`config.mk`:
```
export PLATFORM = sky130hd
export DESIGN_NAME = zalu_core
export DESIGN_NICKNAME = d
export VERILOG_FILES = /design/src/rtl/zalu_pkg.sv /design/src/rtl/zalu_opnd_sel.sv /design/src/rtl/zalu_exec.sv /design/src/rtl/zalu_flag_reg.sv /design/src/rtl/zalu_core.sv
export SDC_FILE = /design/constraint.sdc
export NUM_CORES = 1
export LEC_CHECK = 0
export BUFFER_PORTS_ARGS = -buffer_cell sky130_fd_sc_hd__clkbuf_2
export CAP_MARGIN = 40
export CORE_MARGIN = 4
export CORE_UTILIZATION = 36
export CTS_BUF_LIST = sky130_fd_sc_hd__clkbuf_16
export DETAILED_ROUTE_END_ITERATION = 8
export PLACE_DENSITY = 0.59
export SYNTH_ARGS = -nofsm -noshare
export SYNTH_HDL_FRONTEND = slang
export SYNTH_SLANG_ARGS = --single-unit
```
`constraint.sdc`:
```
create_clock -name clk -period 10.6 [get_ports clk]
set_input_delay 1.06 -clock clk [delete_from_list [all_inputs] [get_ports clk]]
set_output_delay 1.06 -clock clk [all_outputs]
set_load 0.005 [all_outputs]
```
`src/rtl/zalu_pkg.sv`:
```
// Package: shared opcode encoding and flag-vector bit positions for the
// zero-index substituting ALU stage. Assumes 4-bit opcodes with bit 3
// marking ALU operations.
package zalu_pkg;

    typedef enum logic [3:0] {
        OPC_ADD  = 4'h8,
        OPC_SUB  = 4'h9,
        OPC_CPY  = 4'hA,
        OPC_NCPY = 4'hB,
        OPC_AND  = 4'hC,
        OPC_OR   = 4'hD,
        OPC_NOR  = 4'hE,
        OPC_XOR  = 4'hF
    } zalu_op_e;

    localparam int FLG_EQ = 0;
    localparam int FLG_NE = 1;
    localparam int FLG_OV = 2;
    localparam int FLG_NV = 3;
    localparam int FLG_GE = 4;
    localparam int FLG_GT = 5;
    localparam int FLG_LE = 6;
    localparam int FLG_LT = 7;
    localparam int FLG_W  = 8;

    // Raw status of one operation: zero, true sign, overflow.
    typedef struct packed {
        logic z;
        logic n;
        logic v;
    } zalu_stat_t;

endpackage

```
`src/rtl/zalu_opnd_sel.sv`:
```
// Operand select: turns the two source indices into operands. An index of
// zero in the first field yields a literal zero; in the second field it
// yields the immediate. Assumes register reads are already done outside.
module zalu_opnd_sel #(
    parameter int DATA_W = 24,
    parameter int IDX_W  = 4
) (
    input  logic [IDX_W-1:0]  idx_s,
    input  logic [IDX_W-1:0]  idx_t,
    input  logic [DATA_W-1:0] rs_val,
    input  logic [DATA_W-1:0] rt_val,
    input  logic [DATA_W-1:0] imm,
    output logic [DATA_W-1:0] opa,
    output logic [DATA_W-1:0] opb
);

    localparam logic [IDX_W-1:0] IDX_NONE = '0;

    // First operand: literal zero when the index is zero.
    always_comb begin
        opa = (idx_s == IDX_NONE) ? '0 : rs_val;
    end

    // Second operand: immediate constant when the index is zero.
    always_comb begin
        opb = (idx_t == IDX_NONE) ? imm : rt_val;
    end

endmodule

```
`src/rtl/zalu_exec.sv`:
```
// Execute unit: computes the result and raw status for one operation and
// says whether it takes effect. Assumes two's-complement operands; sums are
// formed one bit wider so the exact sign and overflow come out directly.
module zalu_exec #(
    parameter int DATA_W = 24,
    parameter int OPC_W  = 4
) (
    input  logic [OPC_W-1:0]   opcode,
    input  logic [DATA_W-1:0]  opa,
    input  logic [DATA_W-1:0]  opb,
    input  logic               cond_flag,
    output logic [DATA_W-1:0]  res,
    output zalu_pkg::zalu_stat_t stat,
    output logic               take
);
    import zalu_pkg::*;

    localparam int XW = DATA_W + 1;

    logic [XW-1:0] a_x;
    logic [XW-1:0] b_x;
    logic [XW-1:0] sum_x;
    logic [XW-1:0] dif_x;
    logic [XW-1:0] neg_x;
    logic          is_alu;
    logic          is_cond;
    logic          sgn;
    logic          ovf;
    zalu_op_e      op;

    // Sign-extended wide arithmetic shared by add, subtract and negate.
    always_comb begin
        a_x   = {opa[DATA_W-1], opa};
        b_x   = {opb[DATA_W-1], opb};
        sum_x = a_x + b_x;
        dif_x = a_x - b_x;
        neg_x = '0 - b_x;
    end

    // Opcode classification: ALU marker and conditional-copy group.
    always_comb begin
        op      = zalu_op_e'(opcode);
        is_alu  = opcode[OPC_W-1];
        is_cond = (op == OPC_CPY) || (op == OPC_NCPY);
        take    = is_alu && (!is_cond || cond_flag);
    end

    // Result, exact sign and overflow per operation.
    always_comb begin
        res = '0;
        sgn = 1'b0;
        ovf = 1'b0;
        if (is_alu) begin
            case (op)
                OPC_ADD: begin
                    res = sum_x[DATA_W-1:0];
                    sgn = sum_x[XW-1];
                    ovf = sum_x[XW-1] ^ sum_x[DATA_W-1];
                end
                OPC_SUB: begin
                    res = dif_x[DATA_W-1:0];
                    sgn = dif_x[XW-1];
                    ovf = dif_x[XW-1] ^ dif_x[DATA_W-1];
                end
                OPC_CPY: begin
                    res = opb;
                    sgn = opb[DATA_W-1];
                end
                OPC_NCPY: begin
                    res = neg_x[DATA_W-1:0];
                    sgn = neg_x[XW-1];
                    ovf = neg_x[XW-1] ^ neg_x[DATA_W-1];
                end
                OPC_AND: begin
                    res = opa & opb;
                    sgn = res[DATA_W-1];
                end
                OPC_OR: begin
                    res = opa | opb;
                    sgn = res[DATA_W-1];
                end
                OPC_NOR: begin
                    res = ~(opa | opb);
                    sgn = res[DATA_W-1];
                end
                default: begin
                    res = opa ^ opb;
                    sgn = res[DATA_W-1];
                end
            endcase
        end
    end

    // Pack the raw status for the flag register.
    always_comb begin
        stat.z = (res == '0);
        stat.n = sgn;
        stat.v = ovf;
    end

endmodule

```
`src/rtl/zalu_flag_reg.sv`:
```
// Flag register: holds the status of the last operation that took effect
// and expands it into the eight signed condition codes. Synchronous
// active-low reset to "nonzero, positive, no overflow".
module zalu_flag_reg #(
    parameter int FLAG_W = 8
) (
    input  logic                 clk,
    input  logic                 rst_n,
    input  logic                 upd,
    input  zalu_pkg::zalu_stat_t stat_in,
    output logic [FLAG_W-1:0]    flags
);
    import zalu_pkg::*;

    zalu_stat_t st_q;

    // Capture the status when an operation takes effect.
    always_ff @(posedge clk) begin
        if (!rst_n) begin
            st_q <= '0;
        end else if (upd) begin
            st_q <= stat_in;
        end
    end

    // Expand the stored status into condition / complement pairs.
    always_comb begin
        flags         = '0;
        flags[FLG_EQ] = st_q.z;
        flags[FLG_NE] = !st_q.z;
        flags[FLG_OV] = st_q.v;
        flags[FLG_NV] = !st_q.v;
        flags[FLG_GE] = !st_q.n;
        flags[FLG_LT] = st_q.n;
        flags[FLG_GT] = !st_q.n && !st_q.z;
        flags[FLG_LE] = st_q.n || st_q.z;
    end

endmodule

```
`src/rtl/zalu_core.sv`:
```
// Top of the ALU stage: operand substitution, execution and flag
// register. A zero destination index blocks the write but keeps the flag
// update, which gives compare semantics. Result and write-enable are
// combinational; flags are registered.
module zalu_core #(
    parameter int DATA_W = 24,
    parameter int IDX_W  = 4,
    parameter int OPC_W  = 4,
    parameter int FLAG_W = 8
) (
    input  logic              clk,
    input  logic              rst_n,
    input  logic [OPC_W-1:0]  opcode,
    input  logic [IDX_W-1:0]  idx_d,
    input  logic [IDX_W-1:0]  idx_s,
    input  logic [IDX_W-1:0]  idx_t,
    input  logic [DATA_W-1:0] rs_val,
    input  logic [DATA_W-1:0] rt_val,
    input  logic [DATA_W-1:0] imm,
    input  logic              cond_flag,
    output logic [DATA_W-1:0] result,
    output logic              wr_en,
    output logic [FLAG_W-1:0] flags
);
    import zalu_pkg::*;

    localparam logic [IDX_W-1:0] IDX_NONE = '0;

    logic [DATA_W-1:0] opa;
    logic [DATA_W-1:0] opb;
    logic              take;
    zalu_stat_t        stat;

    zalu_opnd_sel #(.DATA_W(DATA_W), .IDX_W(IDX_W)) u_sel (
        .idx_s  (idx_s),
        .idx_t  (idx_t),
        .rs_val (rs_val),
        .rt_val (rt_val),
        .imm    (imm),
        .opa    (opa),
        .opb    (opb)
    );

    zalu_exec #(.DATA_W(DATA_W), .OPC_W(OPC_W)) u_exec (
        .opcode    (opcode),
        .opa       (opa),
        .opb       (opb),
        .cond_flag (cond_flag),
        .res       (result),
        .stat      (stat),
        .take      (take)
    );

    zalu_flag_reg #(.FLAG_W(FLAG_W)) u_flg (
        .clk     (clk),
        .rst_n   (rst_n),
        .upd     (take),
        .stat_in (stat),
        .flags   (flags)
    );

    // Register write only for effective operations with a real destination.
    always_comb begin
        wr_en = take && (idx_d != IDX_NONE);
    end

endmodule

```
==> flow_summary_export.csv, run 1 <==
group,metric,value,unit
placed_design,place_ws,3360,ps
setup_path,crit_required,10750,ps
logic_synthesis,ys_ff_latch,3,
global_route,antenna_found_initial,0,
cts,cts_tree,"yes",
timing,finalHoldViolCount,0,
cells_and_area,antenna_cells,0,
placed_design,portBuffers,123,
setup_path,critPathSlowestCell,"or4b_4",
pwr,irDropWorstVdd,0.0747,mV
timing,finalSetupViolCount,0,
setup_path,critical_path_class,"primary input to flip-flop",
status,outcome,"finished clean",
cts,clock_latency,220,ps
cts,clockBufferDepth,2,
cts,cts_setup_buffers,0,
floorplan,start_util,37.2,%
cells_and_area,syn_to_final_growth,13.1,%
worst_hold_path,hp-class,"flip-flop to flip-flop",
floorplan,rows,47,
route,drt-wirelength-per-cell,22.9,microns
timing,skew,0,ps
timing,setup_slack,3530,ps
cts,htreeDepth,1,
cts,hold_buffers,0,
setup_path,worst_setup_path_end_kind,"flip-flop",
pwr,p_leak,0.00311,uW
logic_synthesis,synthesis.nets,1127,
cells_and_area,largest_reg_flops,3,
logic_synthesis,syn_area,6230,sq um
logic_synthesis,synth_top_area_share,16.3,%
timing,relSlewSlack,39.1,%
floorplan,ioPinCount,124,
logic_synthesis,async_flop_share,0,%
global_route,grt_pass1_wl,43300,microns
cts,root_buffer,"clkbuf_16",
route,first_iter_violations,1099,
floorplan,core_area,16800,sq um
floorplan,die-area,19500,sq um
logic_synthesis,ys.flop_type,"dfxtp_1",
setup_path,slowest_delay,560,ps
route,drtAntennaViolNets,0,
setup_path,crit_chain,"clkbuf_2 -> nor4_4 -> buf_4 -> mux2i_1 -> ha_1 -> or4_1 -> a2111o_1 -> nand3_1 -> o31ai_1 -> or4b_4 -> nor4b_2 -> or4b_1 -> or4b_1 -> or4b_1 -> or4_1 -> o21ai_1",
route,viasPerCell,6.57,
logic_synthesis,yosys_warnings,0,
pwr,pwr_density_cell,65.1,nW/um^2
global_route,grt_usage,27.4,%
logic_synthesis,synthCells,955,
setup_path,cp_num_buf_inv,2,
placed_design,gp_congestion,1.04,
global_route,grt_max_degree,48,
route,dr.pass1.iters,6,
cells_and_area,nets,1203,
route,drc_errors,0,
floorplan,die_x,140,microns
floorplan,die_h,140,microns
cells_and_area,n_fill_cell,1832,
timing,rsz0062_at_grt,"false",
setup_path,critical-path-top-delay-family,"simple AND/OR/NAND/NOR gates",
global_route,grt.overflow.total,0,
setup_path,path_max_fanout,47,
timing,fin_tns_setup,0,ps
cts,cts_resized,0,
logic_synthesis,yosysSeqAreaShare,0.964,%
job,cap_violations,0,
placed_design,hpwlAfterDp,22100,microns
global_route,grt_pass1_vias,7520,
logic_synthesis,synthDistinctLibCells,89,
route,routed_wl,28600,microns
timing,slew_viol_final,0,
setup_path,critical_path.most_common_cell,"or4b_1",
logic_synthesis,ys_top_cells_by_area,"ha_1 (16%), nand2_1 (5.7%), mux2i_1 (5.6%)",
logic_synthesis,synth.avg_cell_area,6.52,sq um
cts,cts_num_sinks,3,
logic_synthesis,synth_edf_count,0,
setup_path,cp.arrival,7230,ps
timing,clock.fmax,141,MHz
cts,clk_pin_slew,30,ps
route,vias,8208,
logic_synthesis,yosys.area.top_type,"ha_1",
timing,worstMarginPinSlew,914,ps
timing,min_period_over_period,66.7,%
timing,min_period,7070,ps
cells_and_area,drive_gt1_share,15.7,%
setup_path,cp-start-kind,"primary input",
cts,cts_buffers,3,
-- worst min-delay path, cell delays in order (launching register included) --
cell	delay (ps)
dfxtp_1	310
nand2_1	50
a21boi_0	60
-- through the flow --
step	util (%)	instance area (sq um)	hold slack, ps	instances	total power [uW]
floorplan	-	6230	466	955	264
global placement	41.5	6960	484	1245	388
detailed placement	41.6	6970	479	1246	385
CTS	42.0	7050	483	1250	447
global route	42.0	7050	506	1250	491
finish	42.0	7050	480	1250	459
-- per-layer routing --
| metal | GRT usage, % | part of all wire (%) | vias to the layer above | wire (microns) |
|---|---|---|---|---|
| met5 | 0 | 0 | - | 0 |
| li1 | - | - | 3737 | - |
| met1 | 37.1 | 41 | 3744 | 11600 |
| met4 | 10.1 | 4.7 | 0 | 1340 |
| met2 | 42.4 | 42 | 620 | 12100 |
| met3 | 6.59 | 12 | 107 | 3550 |
-- synthesized netlist by cell type, types with 6 or more instances --
library cell  count
nand2_1          95
ha_1             81
inv_1            79
a21oi_1          64
nor2_1           64
o21ai_0          54
clkbuf_1         51
nor3_1           36
mux2i_1          35
nand3_1          34
xnor2_1          25
o221ai_1         18
o31ai_1          18
or3_1            17
o211ai_1         16
a31oi_1          15
a211oi_1         14
nor2b_1          14
nand4_1          12
nor4_1           12
a221oi_1         11
a21o_1            9
buf_2             8
nand2b_1          8
o21a_1            8
o22ai_1           8
or4_1             8
and3_1            7
o41ai_1           6
-- power by group --
group          switching [uW]  total (uW)  internal (uW)
clock network            10.9        59.6           48.7
logic                     249         387            138
registers               0.237        12.0           11.7
-- path summary, 6_finish.rpt --
check / cells past startpoint / to / slack [ps] / from
worst max-delay path: 16 / u_flg.flags[0]$_SDFFE_PN0P_ / 3530 / idx_t[1]
worst max register to register: 1 / u_flg.flags[2]$_SDFFE_PN0P_ / 9950 / u_flg.flags[2]$_SDFFE_PN0P_
worst min-delay path: 2 / u_flg.flags[7]$_SDFFE_PN0P_ / 480 / u_flg.flags[7]$_SDFFE_PN0P_
worst min register to register: 2 / u_flg.flags[7]$_SDFFE_PN0P_ / 480 / u_flg.flags[7]$_SDFFE_PN0P_
-- kinds of logic after synthesis --
family | after synthesis | share of synthesized area, %
simple gates | 340 | 27.7
mux | 38 | 6.17
flops | 3 | 0.964
xor+xnor | 25 | 3.52
buf+inv | 148 | 9.16
compound gates | 320 | 36.2
fa+ha+maj | 81 | 16.3
-- layout by cell type (no fill, tap or decap), types with 5 or more instances in the layout --
| cell type | instances |
|---|---|
| o31a_1 | 5 |
| o221ai_1 | 18 |
| nor3_1 | 36 |
| o22ai_1 | 8 |
| a221oi_1 | 11 |
| or4_1 | 8 |
| nand2_1 | 95 |
| buf_4 | 10 |
| a21oi_1 | 64 |
| o21a_1 | 8 |
| o31ai_1 | 18 |
| o211ai_1 | 16 |
| nand4_1 | 12 |
| and3_1 | 7 |
| o21ai_0 | 54 |
| clkbuf_2 | 123 |
| nand3_1 | 34 |
| a211oi_1 | 14 |
| nor2b_1 | 14 |
| mux2i_1 | 35 |
| xnor2_1 | 25 |
| nor4_1 | 12 |
| o41ai_1 | 6 |
| a21o_1 | 9 |
| nand2b_1 | 8 |
| a31oi_1 | 15 |
| inv_1 | 80 |
| a22oi_1 | 5 |
| nor2_1 | 64 |
| or3_1 | 17 |
| ha_1 | 81 |
-- final cells by class --
class	count	area, sq um	area share [%]
clock buffers	3	75.1	1.07
clock inverters	1	3.75	0.0533
inverters	85	324	4.60
multi-input cells	804	5610	79.6
flip-flops and latches	3	60.1	0.852
well taps	220	275	3.91
repair buffers	134	702	9.96
Power figures use the tool's default switching activity.
==> run 2, diff against run 1 <==
--- a/config.mk
+++ b/config.mk
@@ -11,7 +11,7 @@
 export CORE_UTILIZATION = 36
 export CTS_BUF_LIST = sky130_fd_sc_hd__clkbuf_16
 export DETAILED_ROUTE_END_ITERATION = 8
-export PLACE_DENSITY = 0.59
+export PLACE_DENSITY = 0.61
 export SYNTH_ARGS = -nofsm -noshare
 export SYNTH_HDL_FRONTEND = slang
 export SYNTH_SLANG_ARGS = --single-unit
==> constraint.sdc (replaced) <==
create_clock -name clk -period 6.5 [get_ports clk]
set_input_delay 0.65 -clock clk [delete_from_list [all_inputs] [get_ports clk]]
set_output_delay 0.65 -clock clk [all_outputs]
set_load 0.005 [all_outputs]
==> run 2 against run 1 <==
Against the previous run: via count increased by 2.6%; global-route usage increased by 1.3 points; setup slack worse by 3000 ps.
==> flow_summary_export.csv, run 2 (synthesis results as in run 1) <==
group,metric,value,unit
status,outcome,"finished clean",
setup_path,cp.arrival,5370,ps
timing,rsz0062_at_grt,"false",
timing,relSlewSlack,35.7,%
cts,htreeDepth,1,
placed_design,placed_cell_area,7310,sq um
worst_hold_path,hp-class,"flip-flop to flip-flop",
setup_path,slowest_delay,700,ps
setup_path,worstReg2RegStart,"u_flg.flags[0]$_SDFFE_PN0P_",
setup_path,r2r_end,"u_flg.flags[0]$_SDFFE_PN0P_",
floorplan,rows,47,
placed_design,portBuffers,123,
cts,clockBufferDepth,2,
pwr,p_leak,0.00332,uW
global_route,grt_usage,28.7,%
setup_path,cp-start-kind,"primary input",
global_route,grt_pass1_vias,7864,
timing,hold_ws,484,ps
timing,slew_viol_final,0,
timing,skew,0,ps
placed_design,place_ws,361,ps
timing,finalHoldViolCount,0,
floorplan,start_util,37.2,%
job,cap_violations,0,
timing,worstMarginPinSlew,961,ps
setup_path,r2r_slack,5730,ps
route,drt-wirelength-per-cell,22.9,microns
floorplan,die_x,140,microns
route,routed_wl,29600,microns
cts,cts_buffers,3,
global_route,grt_max_degree,39,
setup_path,crit_chain,"clkbuf_2 -> nor4_4 -> buf_12 -> mux2i_1 -> ha_1 -> nand2_1 -> nor3_1 -> nand3_1 -> o21ai_0 -> nor2b_1 -> o31ai_1 -> o211a_1 -> or3_1 -> o31a_1 -> inv_1 -> clkbuf_2",
placed_design,gp_congestion,1.06,
timing,setup_slack,479,ps
setup_path,critical_path_class,"primary input to primary output",
route,vias,8420,
cts,root_buffer,"clkbuf_16",
cells_and_area,mostFrequentLayoutCell,"clkbuf_2",
cells_and_area,antenna_cells,0,
setup_path,critPathSlowestCell,"o21ai_0",
pwr,pwr_density_cell,107,nW/um^2
floorplan,ioPinCount,124,
setup_path,critical_path.most_common_cell,"clkbuf_2",
cells_and_area,syn_to_final_growth,18.7,%
setup_path,r2r_cells,2,
cts,clk_pin_slew,30,ps
cts,cts_num_sinks,3,
placed_design,hpwlAfterDp,23400,microns
route,drc_errors,0,
route,first_iter_violations,1219,
cts,clock_latency,230,ps
cts,hold_buffers,0,
timing,min_period_over_period,92.6,%
timing,clock.fmax,166,MHz
timing,fin_tns_setup,0,ps
setup_path,crit_start,"idx_t[1]",
route,viasPerCell,6.51,
cells_and_area,mostFrequentLayoutCells,"clkbuf_2 (123), nand2_1 (95), ha_1 (81)",
route,drtAntennaViolNets,0,
setup_path,worst_setup_path_end_kind,"primary output",
timing,finalSetupViolCount,0,
cells_and_area,largest_reg_flops,3,
setup_path,crit_required,5850,ps
floorplan,core_area,16800,sq um
floorplan,die_h,140,microns
timing,min_period,6020,ps
pwr,irDropWorstVdd,0.0803,mV
floorplan,die-area,19500,sq um
cts,cts_tree,"yes",
cells_and_area,fin_area,7390,sq um
setup_path,cp-endpoint,"result[22]",
cts,cts_setup_buffers,0,
setup_path,path_max_fanout,29,
global_route,grt.overflow.total,0,
global_route,antenna_found_initial,0,
global_route,grt_pass1_wl,45300,microns
route,dr.pass1.iters,6,
cts,cts_resized,0,
cells_and_area,nets,1246,
cells_and_area,drive_gt1_share,19.1,%
run 2: cell types whose count changed in the layout (fill, tap and decap cells not counted), sizes merged:
cell and delta:
buf +43
run 2: how the worst min path moves through the flow:
stage                                      from                     endpoint  slack [ps]  cells past startpoint
finish              u_flg.flags[7]$_SDFFE_PN0P_  u_flg.flags[7]$_SDFFE_PN0P_         480                      2
CTS                 u_flg.flags[7]$_SDFFE_PN0P_  u_flg.flags[7]$_SDFFE_PN0P_         480                      2
global route        u_flg.flags[7]$_SDFFE_PN0P_  u_flg.flags[7]$_SDFFE_PN0P_         530                      2
detailed placement  u_flg.flags[7]$_SDFFE_PN0P_  u_flg.flags[7]$_SDFFE_PN0P_         480                      2
floorplan           u_flg.flags[0]$_SDFFE_PN0P_  u_flg.flags[0]$_SDFFE_PN0P_         470                      2
global placement    u_flg.flags[7]$_SDFFE_PN0P_  u_flg.flags[7]$_SDFFE_PN0P_         470                      2
run 2: worst max-delay path, delay by kind of cell:
family          cells  cell delay [ps]
simple gates        6             1840
buf+inv             4              560
compound gates      4             1300
fa+ha+maj           1              460
mux                 1              540
run 2: through the flow:
| stage | total power (uW) | util [%] | instances |
|---|---|---|---|
| floorplan | 431 | - | 955 |
| global placement | 675 | 43.6 | 1289 |
| detailed placement | 669 | 43.6 | 1289 |
| CTS | 772 | 44.1 | 1293 |
| global route | 846 | 44.1 | 1293 |
| finish | 793 | 44.1 | 1293 |
run 2: metal layers:
metal | share of wire, % | routed length [microns] | global-route usage [%] | vias up
met5 | 0 | 0 | 0 | -
met4 | 4.0 | 1180 | 10.5 | 0
met3 | 12 | 3560 | 5.66 | 104
met2 | 43 | 12800 | 45.0 | 656
met1 | 41 | 12000 | 39.2 | 3837
li1 | - | - | - | 3823
run 2: area by class of cell:
| cell class | instances | area (sq um) |
|---|---|---|
| clock inverter | 1 | 3.75 |
| tap | 220 | 275 |
| multi-input combinational | 804 | 5610 |
| clock buffer | 3 | 75.1 |
| sequential | 3 | 60.1 |
| timing repair buffer | 177 | 1050 |
| fill | 1793 | 9370 |
| inverter | 85 | 324 |
run 2: report_power, final:
group / total, uW / internal, uW / switching, uW
sequential: 19.5 / 19.1 / 0.408
combinational: 675 / 252 / 422
clock: 98.9 / 79.6 / 19.3
total: 793 / 351 / 442
